**config.mk**
```make
export PLATFORM = sky130hd
export DESIGN_NAME = tern_ripple_add
export DESIGN_NICKNAME = d
export VERILOG_FILES = /design/src/rtl/tern_pkg.sv /design/src/rtl/tern_code_chk.sv /design/src/rtl/tern_half_add.sv /design/src/rtl/tern_full_add.sv /design/src/rtl/tern_ripple_add.sv
export SDC_FILE = /design/constraint.sdc
export NUM_CORES = 1
export LEC_CHECK = 0
export BUFFER_PORTS_ARGS = -buffer_cell sky130_fd_sc_hd__buf_2
export CORE_MARGIN = 10
export CORE_UTILIZATION = 53
export DETAILED_ROUTE_END_ITERATION = 16
export PLACE_DENSITY = 0.94
export SLEW_MARGIN = 20
export SYNTH_ARGS = -nofsm -noshare
export SYNTH_HDL_FRONTEND = slang
export SYNTH_SLANG_ARGS = --single-unit
```
**constraint.sdc**
```tcl
create_clock -name vclk -period 2
set_input_delay 0.1 -clock vclk [all_inputs]
set_output_delay 0.1 -clock vclk [all_outputs]
set_load 0.02 [all_outputs]
```
**src/rtl/tern_pkg.sv**
```systemverilog
`timescale 1ns/1ps
package tern_pkg;
  typedef logic [1:0] trit_t;

  localparam trit_t TRIT_ZERO = 2'b00;
  localparam trit_t TRIT_ONE  = 2'b01;
  localparam trit_t TRIT_TWO  = 2'b10;
  localparam trit_t TRIT_BAD  = 2'b11;

  // the code's binary value equals the digit value for legal codes
  function automatic int trit_val(trit_t t);
    return int'(t);
  endfunction

  function automatic logic trit_ok(trit_t t);
    return t != TRIT_BAD;
  endfunction

  function automatic longint pow3(int n);
    longint r;
    r = 1;
    for (int k = 0; k < n; k++) r = r * 3;
    return r;
  endfunction
endpackage

```
**src/rtl/tern_code_chk.sv**
```systemverilog
`timescale 1ns/1ps
module tern_code_chk
  import tern_pkg::*;
#(
  parameter int N = 8
) (
  input  logic [2*N-1:0] codes_i,
  output logic           bad_o
);
  logic [N-1:0] flag;

  for (genvar i = 0; i < N; i++) begin : g_dig
    assign flag[i] = codes_i[2*i+1] & codes_i[2*i];
  end

  assign bad_o = |flag;
endmodule

```
**src/rtl/tern_half_add.sv**
```systemverilog
`timescale 1ns/1ps
module tern_half_add
  import tern_pkg::*;
(
  input  trit_t a_i,
  input  trit_t b_i,
  output trit_t sum_o,
  output logic  carry_o
);
  // minimised with code 11 as don't-care
  always_comb begin
    carry_o  = (a_i[0] & b_i[1]) | (a_i[1] & b_i[1]) | (a_i[1] & b_i[0]);
    sum_o[1] = (~a_i[1] & ~a_i[0] & b_i[1]) | (a_i[0] & b_i[0])
             | (a_i[1] & ~b_i[1] & ~b_i[0]);
    sum_o[0] = (~a_i[1] & ~a_i[0] & b_i[0]) | (a_i[1] & b_i[1])
             | (a_i[0] & ~b_i[1] & ~b_i[0]);
  end

  always_comb begin
    if (trit_ok(a_i) && trit_ok(b_i)) begin

      ha_sum_code_chk: assert (trit_ok(sum_o));

      ha_total_chk: assert (3 * int'(carry_o) + trit_val(sum_o)
                            == trit_val(a_i) + trit_val(b_i));
    end
  end
endmodule

```
**src/rtl/tern_full_add.sv**
```systemverilog
`timescale 1ns/1ps
module tern_full_add
  import tern_pkg::*;
(
  input  trit_t a_i,
  input  trit_t b_i,
  input  logic  carry_i,
  output trit_t sum_o,
  output logic  carry_o
);
  trit_t pair_sum;
  logic  pair_carry;

  tern_half_add u_pair (
    .a_i    (a_i),
    .b_i    (b_i),
    .sum_o  (pair_sum),
    .carry_o(pair_carry)
  );

  // a carry-in increments the pair sum: 00->01, 01->10, 10->00 with carry
  assign sum_o[1] = carry_i ? pair_sum[0] : pair_sum[1];
  assign sum_o[0] = carry_i ? (~pair_sum[1] & ~pair_sum[0]) : pair_sum[0];
  assign carry_o  = pair_carry | (carry_i & pair_sum[1]);

  always_comb begin
    if (trit_ok(a_i) && trit_ok(b_i)) begin

      fa_sum_code_chk: assert (trit_ok(sum_o));

      fa_total_chk: assert (3 * int'(carry_o) + trit_val(sum_o)
                            == trit_val(a_i) + trit_val(b_i) + int'(carry_i));
    end
  end
endmodule

```
**src/rtl/tern_ripple_add.sv**
```systemverilog
`timescale 1ns/1ps
module tern_ripple_add
  import tern_pkg::*;
#(
  parameter int DIGITS  = 4,
  parameter bit HAS_CIN = 1'b1
) (
  input  logic [2*DIGITS-1:0] a_i,
  input  logic [2*DIGITS-1:0] b_i,
  input  logic                cin_i,
  output logic [2*DIGITS-1:0] sum_o,
  output logic                cout_o,
  output logic                invalid_o
);
  localparam int     W     = 2 * DIGITS;
  localparam longint WORD_SPAN = pow3(DIGITS);

  logic [DIGITS:0] chain;

  assign chain[0] = cin_i & HAS_CIN;

  for (genvar i = 0; i < DIGITS; i++) begin : g_stage
    if (i == 0 && !HAS_CIN) begin : g_head
      logic unused_head;
      assign unused_head = chain[0];
      tern_half_add u_ha (
        .a_i    (a_i[2*i +: 2]),
        .b_i    (b_i[2*i +: 2]),
        .sum_o  (sum_o[2*i +: 2]),
        .carry_o(chain[i+1])
      );
    end else begin : g_full
      tern_full_add u_fa (
        .a_i    (a_i[2*i +: 2]),
        .b_i    (b_i[2*i +: 2]),
        .carry_i(chain[i]),
        .sum_o  (sum_o[2*i +: 2]),
        .carry_o(chain[i+1])
      );
    end
  end

  assign cout_o = chain[DIGITS];

  tern_code_chk #(.N(2 * DIGITS)) u_chk (
    .codes_i({b_i, a_i}),
    .bad_o  (invalid_o)
  );

  function automatic longint word_val(logic [W-1:0] w);
    longint acc;
    acc = 0;
    for (int k = DIGITS - 1; k >= 0; k--) acc = acc * 3 + longint'(w[2*k +: 2]);
    return acc;
  endfunction

  function automatic logic word_legal(logic [W-1:0] w);
    logic ok;
    ok = 1'b1;
    for (int k = 0; k < DIGITS; k++) if (w[2*k +: 2] == TRIT_BAD) ok = 1'b0;
    return ok;
  endfunction

  always_comb begin
    if (!invalid_o) begin

      word_code_chk: assert (word_legal(sum_o));

      word_total_chk: assert (word_val(sum_o) + WORD_SPAN * longint'(cout_o)
                              == word_val(a_i) + word_val(b_i)
                                 + longint'(cin_i & HAS_CIN));
    end
  end
endmodule

```
==> results.sh <==
export IMPL_run_status="finished clean"
export IMPL_die_area_sq_um=3260
export IMPL_min_path_cells=3
export IMPL_ioPinCount=27
export IMPL_p_int_uw=98.9
export IMPL_cp_cell_sequence="buf_2 > nor2_1 > a221o_1 > a21o_2 > a21oi_4 > mux2_4 > nand3_2 > buf_2"
export IMPL_grt_pass1_vias=824
export IMPL_hpwl_um=1580
export IMPL_tightest_slew_ns=0.402
export IMPL_placed_area_sq_um=828
export IMPL_setup_tns_ns=0
export IMPL_drtPass1Iterations=4
export IMPL_nFillCells=121
export IMPL_fmax_mhz=543
export IMPL_cp_arrival_ns=1.74
export IMPL_overflow=0
export IMPL_whs_ns=0.638
export IMPL_grt_usage_pct=11.5
export IMPL_avgSynthCellArea_sq_um=6.58
export IMPL_io_buffers=27
export IMPL_hp_class="primary input to primary output"
export IMPL_synth_top_area_share_pct=7.71
export IMPL_routedWlPerCell_um=13.5
export IMPL_vdd_ir_drop_max_mv=0.165
export IMPL_final_seq_area_sq_um=0
export IMPL_crit_fanout=9
export IMPL_power_density_nw_per_um2=296
export IMPL_grt_pass1_wl_um=3480
export IMPL_die_x_um=57.1
export IMPL_syn2layout_area_growth_pct=15.1
export IMPL_postCtsHoldBufs=0
export IMPL_clock_buffers=0
export IMPL_wl_um=1930
export IMPL_final_area_sq_um=841
export IMPL_p_comb_share_pct=100.0
export IMPL_hold_violations=0
export IMPL_gp_congestion=0.935
export IMPL_synth_fp_nets=128
export IMPL_finalCritPeriodShare_pct=92.0
export IMPL_antenna_left=0
export IMPL_rsz0062_at_grt="false"
export IMPL_start_util_pct=56.2
export IMPL_required_ns=1.90
export IMPL_synthDistinctLibCells=50
export IMPL_drc=0
export IMPL_pwr_share_seq_pct=0
export IMPL_synth_top_area_cell="nand2_1"
export IMPL_drive_gt1_share_pct=32.0
export IMPL_fin_nets=147
export IMPL_switching_share_pct=60.2
export IMPL_grt_max_degree=11
export IMPL_vias=882
export IMPL_synth_area_sq_um=731
export IMPL_crit_slowest_cell="a221o_1"
export IMPL_core_area_sq_um=1300
export IMPL_die_height_um=57.1
export IMPL_setup_viol=0
export IMPL_cp_common_cell="buf_2"
export IMPL_period_needed_ns=1.84
export IMPL_yosysSeqAreaShare_pct=0
export IMPL_worstSetupPathType="primary input to primary output"
export IMPL_nFlopsAndLatches=0
export IMPL_drv_cap=0
export IMPL_synth_area_top_cells="nand2_1 (7.7%), a22oi_1 (5.1%), a21oi_1 (4.8%), a221o_1 (4.1%), nor2_1 (4.1%)"
export IMPL_netlist_instances=111
export IMPL_relSlewSlack_pct=73.1
export IMPL_drt_initial_drc_count=28
export IMPL_ys_warnings_count=0
export IMPL_critPathLaunchType="primary input"
export IMPL_rows=13
export IMPL_antenna_found_initial=0
export IMPL_power_share_clock_pct=0
export IMPL_antenna_cells=0
export IMPL_vias_per_cell=6.17
export IMPL_synth_most_common_cell="nand2_1"
export IMPL_synth_commonest_cells="nand2_1 (15), nor2_1 (8), a21oi_1 (7), a22oi_1 (5), clkbuf_1 (5)"
export IMPL_p_leak_nw=0.367
export IMPL_finalMaxSlewViolations=0
export IMPL_p_sw_uw=150
export IMPL_critPathMaxStageDelay_ns=0.34
export IMPL_cp_end_kind="primary output"
[path summary, 6_finish.rpt]
kind                   start        to  slack [ns]
worst min-delay path  b_i[0]  sum_o[0]        0.64
worst max-delay path  b_i[3]  sum_o[6]        0.16
[routing by layer]
metal	up-vias	share of wire, %	GRT usage (%)
met4	0	0.72	1.01
met2	36	49	20.8
li1	448	-	-
met5	-	0	0
met1	396	41	13.6
met3	2	9.2	2.88
[logic make-up (layout without fill, tap and decap cells)]
logic type	after synthesis	after routing	share of synthesized area [%]
multiplexers	3	3	5.14
XOR/XNOR	4	4	4.80
buffers and inverters	15	32	10.8
AND/OR/NAND/NOR	48	48	35.4
AO/OA/AOI/OAI	41	41	43.8
[critical path, delay by kind of cell]
| kind | cells | cell delay (ns) |
|---|---|---|
| AOI/OAI and AO/OA | 3 | 0.83 |
| and+or+nand+nor | 2 | 0.16 |
| muxes | 1 | 0.32 |
| buffers and inverters | 2 | 0.32 |
[final cells by class]
cell class / count / area (sq um) / share of cell area (%)
multi-input combinational: 96 / 659 / 78.4
timing repair buffer: 28 / 148 / 17.6
tap: 15 / 18.8 / 2.23
inverter: 4 / 15.0 / 1.79
[timing repair]
| item | 4_1_cts | 5_1_grt |
|---|---|---|
| setup buffers | 0 | 0 |
| gates resized for setup | 0 | 3 |
| endpoints found under the setup margin | 0 | 2 |
[power groups by stage]
stage,registers [mW],clock network [mW],logic [mW]
2_1_floorplan,0,0,0.183
3_3_place_gp,0,0,0.238
3_5_place_dp,0,0,0.245
4_1_cts,0,0,0.245
5_1_grt,0,0,0.277
6_report,0,0,0.249
[cells in the final DEF, fill, tap and decap left out, types with 4 or more instances in the layout]
| master | Yosys | routed |
|---|---|---|
| buf_2 | 2 | 25 |
| nor2_1 | 8 | 8 |
| inv_1 | 4 | 4 |
| a21oi_1 | 7 | 7 |
| o21ai_0 | 4 | 4 |
| nand2_1 | 15 | 15 |
| a22oi_1 | 5 | 5 |
[stage by stage]
stage          power (mW)  util (%)  std cells  setup WS (ns)
4_1_cts             0.245      63.7        143         0.0988
3_3_place_gp        0.238      63.7        143          0.167
2_1_floorplan       0.183         -        111          0.342
6_report            0.249      64.6        143          0.159
3_5_place_dp        0.245      63.7        143          0.102
5_1_grt             0.277      64.6        143         0.0485
(Power assumes the default switching activity.)
